**config.mk**
```make
export PLATFORM = sky130hd
export DESIGN_NAME = i2c_addr_watch
export DESIGN_NICKNAME = d
export VERILOG_FILES = /design/src/rtl/i2cam_pkg.sv /design/src/rtl/i2cam_frame_rx.sv /design/src/rtl/i2cam_entry_cmp.sv /design/src/rtl/i2cam_prio_pick.sv /design/src/rtl/i2c_addr_watch.sv
export SDC_FILE = /design/constraint.sdc
export NUM_CORES = 1
export LEC_CHECK = 0
export BUFFER_PORTS_ARGS = -buffer_cell sky130_fd_sc_hd__buf_2
export CORE_AREA = 2 2 59 83
export DETAILED_ROUTE_END_ITERATION = 12
export DIE_AREA = 0 0 61 85
export PLACE_DENSITY = 0.73
export SETUP_SLACK_MARGIN = 0.3
export SLEW_MARGIN = 20
export SYNTH_ARGS = -nofsm -noshare
export SYNTH_HDL_FRONTEND = slang
export SYNTH_SLANG_ARGS = --single-unit
```
**constraint.sdc**
```tcl
create_clock -name clk -period 1.7 [get_ports clk]
set_input_delay 0.34 -clock clk [delete_from_list [all_inputs] [get_ports clk]]
set_output_delay 0.34 -clock clk [all_outputs]
set_load 0.02 [all_outputs]
```
**src/rtl/i2cam_pkg.sv**
```systemverilog
package i2cam_pkg;

    localparam int BYTE_W = 8;
    localparam int ADDR_W = 7;

    // One address entry: bits 7:1 address, bit 0 general-call enable
    typedef struct packed {
        logic [ADDR_W-1:0] addr;
        logic              gc_en;
    } ent_t;

    // Result of one entry comparison
    typedef struct packed {
        logic hit;
        logic via_gc;
    } cmp_res_t;

    // Address as seen on the bus (first byte after START)
    typedef struct packed {
        logic [ADDR_W-1:0] addr;
        logic              rw;
    } addr_byte_t;

    function automatic cmp_res_t entry_compare(
        input logic [ADDR_W-1:0] rx_addr,
        input ent_t              ent,
        input logic [ADDR_W-1:0] dont_care
    );
        cmp_res_t r;
        if (rx_addr == '0) begin
            r.hit    = ent.gc_en;
            r.via_gc = ent.gc_en;
        end else begin
            r.hit    = (((rx_addr ^ ent.addr) & ~dont_care) == '0);
            r.via_gc = 1'b0;
        end
        return r;
    endfunction

endpackage

```
**src/rtl/i2cam_frame_rx.sv**
```systemverilog
module i2cam_frame_rx
    import i2cam_pkg::*;
(
    input  logic              clk,
    input  logic              rst,
    input  logic              rx_start,
    input  logic              rx_bit_vld,
    input  logic              rx_bit,
    input  logic              rx_ack_slot,
    output logic              addr_eval,
    output addr_byte_t        addr_byte,
    output logic              frame_end,
    output logic [BYTE_W-1:0] snoop_byte,
    output logic              snoop_vld
);

    localparam int CNT_W = $clog2(BYTE_W + 1);
    localparam logic [CNT_W-1:0] CNT_FULL = CNT_W'(BYTE_W);
    localparam logic [CNT_W-1:0] CNT_LAST = CNT_W'(BYTE_W - 1);

    logic [BYTE_W-1:0] shreg;
    logic [CNT_W-1:0]  bit_cnt;
    logic              first_byte;
    logic              data_bit;

    assign data_bit  = rx_bit_vld && !rx_ack_slot && !rx_start;
    assign frame_end = rx_bit_vld && rx_ack_slot && !rx_start;
    assign addr_eval = data_bit && first_byte && (bit_cnt == CNT_LAST);
    assign addr_byte = addr_byte_t'({shreg[BYTE_W-2:0], rx_bit});

    always_ff @(posedge clk) begin
        if (rst) begin
            shreg      <= '0;
            bit_cnt    <= '0;
            first_byte <= 1'b0;
            snoop_byte <= '0;
            snoop_vld  <= 1'b0;
        end else begin
            snoop_vld <= 1'b0;
            if (rx_start) begin
                shreg      <= '0;
                bit_cnt    <= '0;
                first_byte <= 1'b1;
            end else if (frame_end) begin
                snoop_byte <= shreg;
                snoop_vld  <= 1'b1;
                shreg      <= '0;
                bit_cnt    <= '0;
                first_byte <= 1'b0;
            end else if (data_bit) begin
                shreg <= {shreg[BYTE_W-2:0], rx_bit};
                if (bit_cnt != CNT_FULL) begin
                    bit_cnt <= bit_cnt + 1'b1;
                end
            end
        end
    end

endmodule

```
**src/rtl/i2cam_entry_cmp.sv**
```systemverilog
module i2cam_entry_cmp
    import i2cam_pkg::*;
#(
    parameter int NUM_ENT = 4
) (
    input  logic [ADDR_W-1:0]         rx_addr,
    input  logic [NUM_ENT*BYTE_W-1:0] ent_addr,
    input  logic [NUM_ENT*BYTE_W-1:0] ent_mask,
    output logic [NUM_ENT-1:0]        hit_vec,
    output logic                      gc_seen
);

    logic [NUM_ENT-1:0] gc_vec;

    for (genvar k = 0; k < NUM_ENT; k++) begin : g_ent
        ent_t              ent;
        logic [ADDR_W-1:0] dc;
        cmp_res_t          res;
        assign ent        = ent_t'(ent_addr[k*BYTE_W +: BYTE_W]);
        assign dc         = ent_mask[k*BYTE_W+1 +: ADDR_W];
        assign res        = entry_compare(rx_addr, ent, dc);
        assign hit_vec[k] = res.hit;
        assign gc_vec[k]  = res.via_gc;
    end

    assign gc_seen = |gc_vec;

endmodule

```
**src/rtl/i2cam_prio_pick.sv**
```systemverilog
module i2cam_prio_pick #(
    parameter int NUM_ENT = 4,
    localparam int IDX_W = (NUM_ENT > 1) ? $clog2(NUM_ENT) : 1
) (
    input  logic [NUM_ENT-1:0] req,
    output logic               any,
    output logic [IDX_W-1:0]   idx
);

    always_comb begin
        idx = '0;
        for (int k = NUM_ENT - 1; k >= 0; k--) begin
            if (req[k]) begin
                idx = IDX_W'(k);
            end
        end
    end

    assign any = |req;

endmodule

```
**src/rtl/i2c_addr_watch.sv**
```systemverilog
module i2c_addr_watch
    import i2cam_pkg::*;
#(
    parameter int NUM_ENT = 4,
    localparam int IDX_W = (NUM_ENT > 1) ? $clog2(NUM_ENT) : 1
) (
    input  logic                      clk,
    input  logic                      rst,
    input  logic                      rx_start,
    input  logic                      rx_bit_vld,
    input  logic                      rx_bit,
    input  logic                      rx_ack_slot,
    input  logic [NUM_ENT*BYTE_W-1:0] ent_addr,
    input  logic [NUM_ENT*BYTE_W-1:0] ent_mask,
    input  logic                      mon_en,
    input  logic                      mon_scl_en,
    input  logic                      mon_match_all,
    input  logic                      irq_clr,
    output logic                      addr_hit,
    output logic [IDX_W-1:0]          hit_idx,
    output logic                      gen_call,
    output logic                      rw_bit,
    output logic                      irq,
    output logic                      sda_oe,
    output logic                      scl_oe,
    output logic [BYTE_W-1:0]         snoop_byte,
    output logic                      snoop_vld
);

    logic               addr_eval;
    logic               frame_end;
    addr_byte_t         abyte;
    logic [NUM_ENT-1:0] hit_vec;
    logic               gc_seen;
    logic               any_hit;
    logic [IDX_W-1:0]   pick_idx;
    logic               ack_pend;
    logic               irq_set;

    i2cam_frame_rx u_frame (
        .clk        (clk),
        .rst        (rst),
        .rx_start   (rx_start),
        .rx_bit_vld (rx_bit_vld),
        .rx_bit     (rx_bit),
        .rx_ack_slot(rx_ack_slot),
        .addr_eval  (addr_eval),
        .addr_byte  (abyte),
        .frame_end  (frame_end),
        .snoop_byte (snoop_byte),
        .snoop_vld  (snoop_vld)
    );

    i2cam_entry_cmp #(.NUM_ENT(NUM_ENT)) u_cmp (
        .rx_addr (abyte.addr),
        .ent_addr(ent_addr),
        .ent_mask(ent_mask),
        .hit_vec (hit_vec),
        .gc_seen (gc_seen)
    );

    i2cam_prio_pick #(.NUM_ENT(NUM_ENT)) u_pick (
        .req(hit_vec),
        .any(any_hit),
        .idx(pick_idx)
    );

    assign irq_set = addr_eval && (any_hit || (mon_en && mon_match_all));

    always_ff @(posedge clk) begin
        if (rst) begin
            addr_hit <= 1'b0;
            hit_idx  <= '0;
            gen_call <= 1'b0;
            rw_bit   <= 1'b0;
            ack_pend <= 1'b0;
        end else if (rx_start) begin
            addr_hit <= 1'b0;
            hit_idx  <= '0;
            gen_call <= 1'b0;
            rw_bit   <= 1'b0;
            ack_pend <= 1'b0;
        end else if (addr_eval) begin
            addr_hit <= any_hit;
            hit_idx  <= pick_idx;
            gen_call <= gc_seen;
            rw_bit   <= abyte.rw;
            ack_pend <= any_hit;
        end else if (frame_end) begin
            ack_pend <= 1'b0;
        end
    end

    always_ff @(posedge clk) begin
        if (rst) begin
            irq <= 1'b0;
        end else if (irq_set) begin
            irq <= 1'b1;
        end else if (irq_clr) begin
            irq <= 1'b0;
        end
    end

    assign sda_oe = ack_pend && rx_ack_slot && !mon_en;
    assign scl_oe = irq && (!mon_en || mon_scl_en);

endmodule

```
==> results.sh <==
export IMPL_wl_per_cell_um=13.2
export IMPL_startpoint_type="register"
export IMPL_fin_nets=380
export IMPL_clockBufferDepth=2
export IMPL_dieArea_mm2=0.00519
export IMPL_viasPerCell=4.83
export IMPL_drv_slew=0
export IMPL_h_tree_depth=2
export IMPL_grt_max_degree=13
export IMPL_drt_iter0_drc=42
export IMPL_root_buffer="clkbuf_8"
export IMPL_antenna_cells=0
export IMPL_end_kind="register"
export IMPL_hold_path_depth=3
export IMPL_synth_mux_area_share_pct=5.30
export IMPL_fin_crit_ns=1.81
export IMPL_power_density_mw_per_mm2=574
export IMPL_synthArstFlopShare_pct=0
export IMPL_ioPinCount=91
export IMPL_ys_seq_area_share_pct=34.1
export IMPL_highest_layer="met4"
export IMPL_drt_met1_wl_um=1760
export IMPL_hp_class="input pin to register"
export IMPL_insertion_delay_ns=0.28
export IMPL_seq_area_um2=589
export IMPL_grt_usage_pct=18.4
export IMPL_grt_pass1_vias=1704
export IMPL_syn_instance_count=196
export IMPL_gp_congestion=0.810
export IMPL_portBuffers=86
export IMPL_dr_total_vias=1773
export IMPL_drtPass1Iterations=4
export IMPL_cts_sinks=29
export IMPL_syn_num_nets=272
export IMPL_die_h_um=85
export IMPL_rsz0062_at_grt="yes"
export IMPL_cp_required_ns=1.87
export IMPL_violations="negative setup slack"
export IMPL_setup_viol=5
export IMPL_yosysWarnings=0
export IMPL_fin_skew_ns=0.00339
export IMPL_ant_nets=0
export IMPL_synth_distinct_cells=39
export IMPL_max_freq_ghz=0.552
export IMPL_clk_pin_slew_ns=0.06
export IMPL_leakage_uw=0.00111
export IMPL_maxSlewHeadroom_pct=70.1
export IMPL_drive_gt1_share_pct=52.5
export IMPL_r2r_slack_ns=-0.11
export IMPL_synth_top_family_by_area="simple AND/OR/NAND/NOR gates"
export IMPL_fp_coreArea_mm2=0.00446
export IMPL_dr_wl_met3_um=259
export IMPL_met2_length_um=2760
export IMPL_area_delta_synth_final_pct=49.2
export IMPL_hold_violations=0
export IMPL_synth_seq_cells=29
export IMPL_timing_final_crit_share_pct=107
export IMPL_synthXorXnorAreaFrac_pct=15.5
export IMPL_ys_flop_type="dfxtp_1"
export IMPL_multi_input_area_mm2=0.00112
export IMPL_path_max_fanout=5
export IMPL_drc=0
export IMPL_pre_cts_ws_ns=-0.124
export IMPL_syn_area_mm2=0.00170
export IMPL_critical_path_arrival_ns=1.99
export IMPL_synth_edf_count=0
export IMPL_fillCellCount=410
export IMPL_max_cap_violations=0
export IMPL_path_class="register to register"
export IMPL_worstMarginPinSlew_ns=0.445
export IMPL_synth_compound_area_share_pct=17.4
export IMPL_synthAdderAreaFrac_pct=1.47
export IMPL_vdd_drop_max_v=0.000410
export IMPL_cts_tree="done"
export IMPL_setup_slack_ns=-0.112
export IMPL_grt_overflow=0
export IMPL_fp_dieW_um=61
export IMPL_synth_simple_area_share_pct=20.1
export IMPL_status="finished with violations"
export IMPL_initial_utilization_pct=38.1
export IMPL_grt_pass1_wl_um=7220
export IMPL_rows=29
export IMPL_drt_wl_total_um=4840
export IMPL_reg2reg_depth=6
export IMPL_design_area_mm2=0.00254
export IMPL_placedInstanceArea_mm2=0.00233
export IMPL_antenna_found_initial=0
export IMPL_dp_hpwl_um=3820
export IMPL_cts_made_buffers=5
export IMPL_syn_area_per_cell_um2=8.68
[area by class of cell]
| cell class | count | share of cell area, % |
|---|---|---|
| flip-flops and latches | 29 | 23.2 |
| clock buffers | 5 | 2.71 |
| repair buffers | 114 | 25.7 |
| well taps | 62 | 3.06 |
| inverters | 3 | 0.444 |
| multi-input cells | 151 | 44.2 |
| clock inverters | 3 | 0.690 |
[stage by stage]
stage                     total power (uW)  std cells  utilization [%]  hold slack [ns]  TNS (ns)
after global routing                  1500        367             56.9            0.325    -0.810
final                                 1460        367             56.9            0.319    -0.413
after global placement                 905        357             52.1            0.444    -0.502
after detailed placement               910        357             52.1            0.454    -0.500
after CTS                             1450        365             55.1            0.317    -0.399
after floorplan                        797        196                -            0.436    -0.326
[critical path, stage by stage (launching register included)]
cell and delay, ns:
dfxtp_2 0.32, or4_4 0.60, o22ai_2 0.20, nor4_2 0.09, nor3_2 0.25, and2_4 0.21, o31ai_2 0.05
[cell usage in the layout, fill, tap and decap left out, types with 5 or more instances in the layout]
cell and instances:
clkbuf_8 5, nand2_1 25, a21oi_1 14, xnor2_1 29, buf_2 86, o22ai_1 12
dfxtp_2 7, buf_4 25, dfxtp_1 22, mux2i_1 9, nor2_1 18
[cells by family (layout without fill, tap and decap cells)]
| kind of cell | count (synthesis) | count (layout) |
|---|---|---|
| XOR/XNOR | 30 | 30 |
| AND/OR/NAND/NOR | 66 | 66 |
| adder cells (fa/ha/maj) | 2 | 2 |
| buffers and inverters | 16 | 125 |
| flip-flops | 29 | 29 |
| AO/OA/AOI/OAI | 44 | 44 |
| multiplexers | 9 | 9 |
[routing by layer]
layer,GRT usage [%],vias up
li1,-,893
met1,17.9,819
met2,35.8,57
met3,3.51,4
met4,6.72,0
met5,0,-
[cell usage after synthesis, types with 2 or more instances]
cell type  count  share of area [%]
buf_6          3                2.0
a21oi_2        2                1.0
or2_2          2               0.74
o22ai_1       15                5.5
nor3_2         4                2.4
inv_1          3               0.66
ha_1           2                1.5
xnor2_1       29                 15
nor3b_1        2               0.88
clkbuf_1       4               0.88
mux2i_1        9                5.3
nor2_1        18                4.0
nand4_1        2               0.74
nor4_1         4                1.5
nand2_1       26                5.7
a21oi_1       15                4.4
buf_4          6                2.6
dfxtp_1       29                 34
[report_power, final]
| part | leakage, uW | internal, uW | switching (uW) |
|---|---|---|---|
| Sequential | 0.000238 | 683 | 1.92 |
| Clock | 0.0000439 | 281 | 269 |
| Combinational | 0.000831 | 122 | 100 |
| Total | 0.00111 | 1090 | 371 |
[sequential cells by signal (all words and copies together) (netlist names)]
name and cells:
irq 1, u_frame.bit_cnt 4, addr_hit 1, u_frame.snoop_vld 1, ack_pend 1, u_frame.first_byte 1
u_frame.shreg 8, u_frame.snoop_byte 8, rw_bit 1, hit_idx 2, gen_call 1
[repair_timing]
item	CTS	global route
buffers inserted	0	2
hold buffers	0	0
pin swaps	9	2
resized for setup	11	15
setup endpoints to repair	7	9
[final timing paths]
| kind | start | end |
|---|---|---|
| max | u_frame.shreg[5] | ack_pend |
| min | rx_bit | u_frame.shreg[0] |
| max reg2reg | u_frame.shreg[5] | ack_pend |
| min reg2reg | hit_idx[1] | hit_idx[1] |
Note: power is estimated with default switching activity, not from simulation.
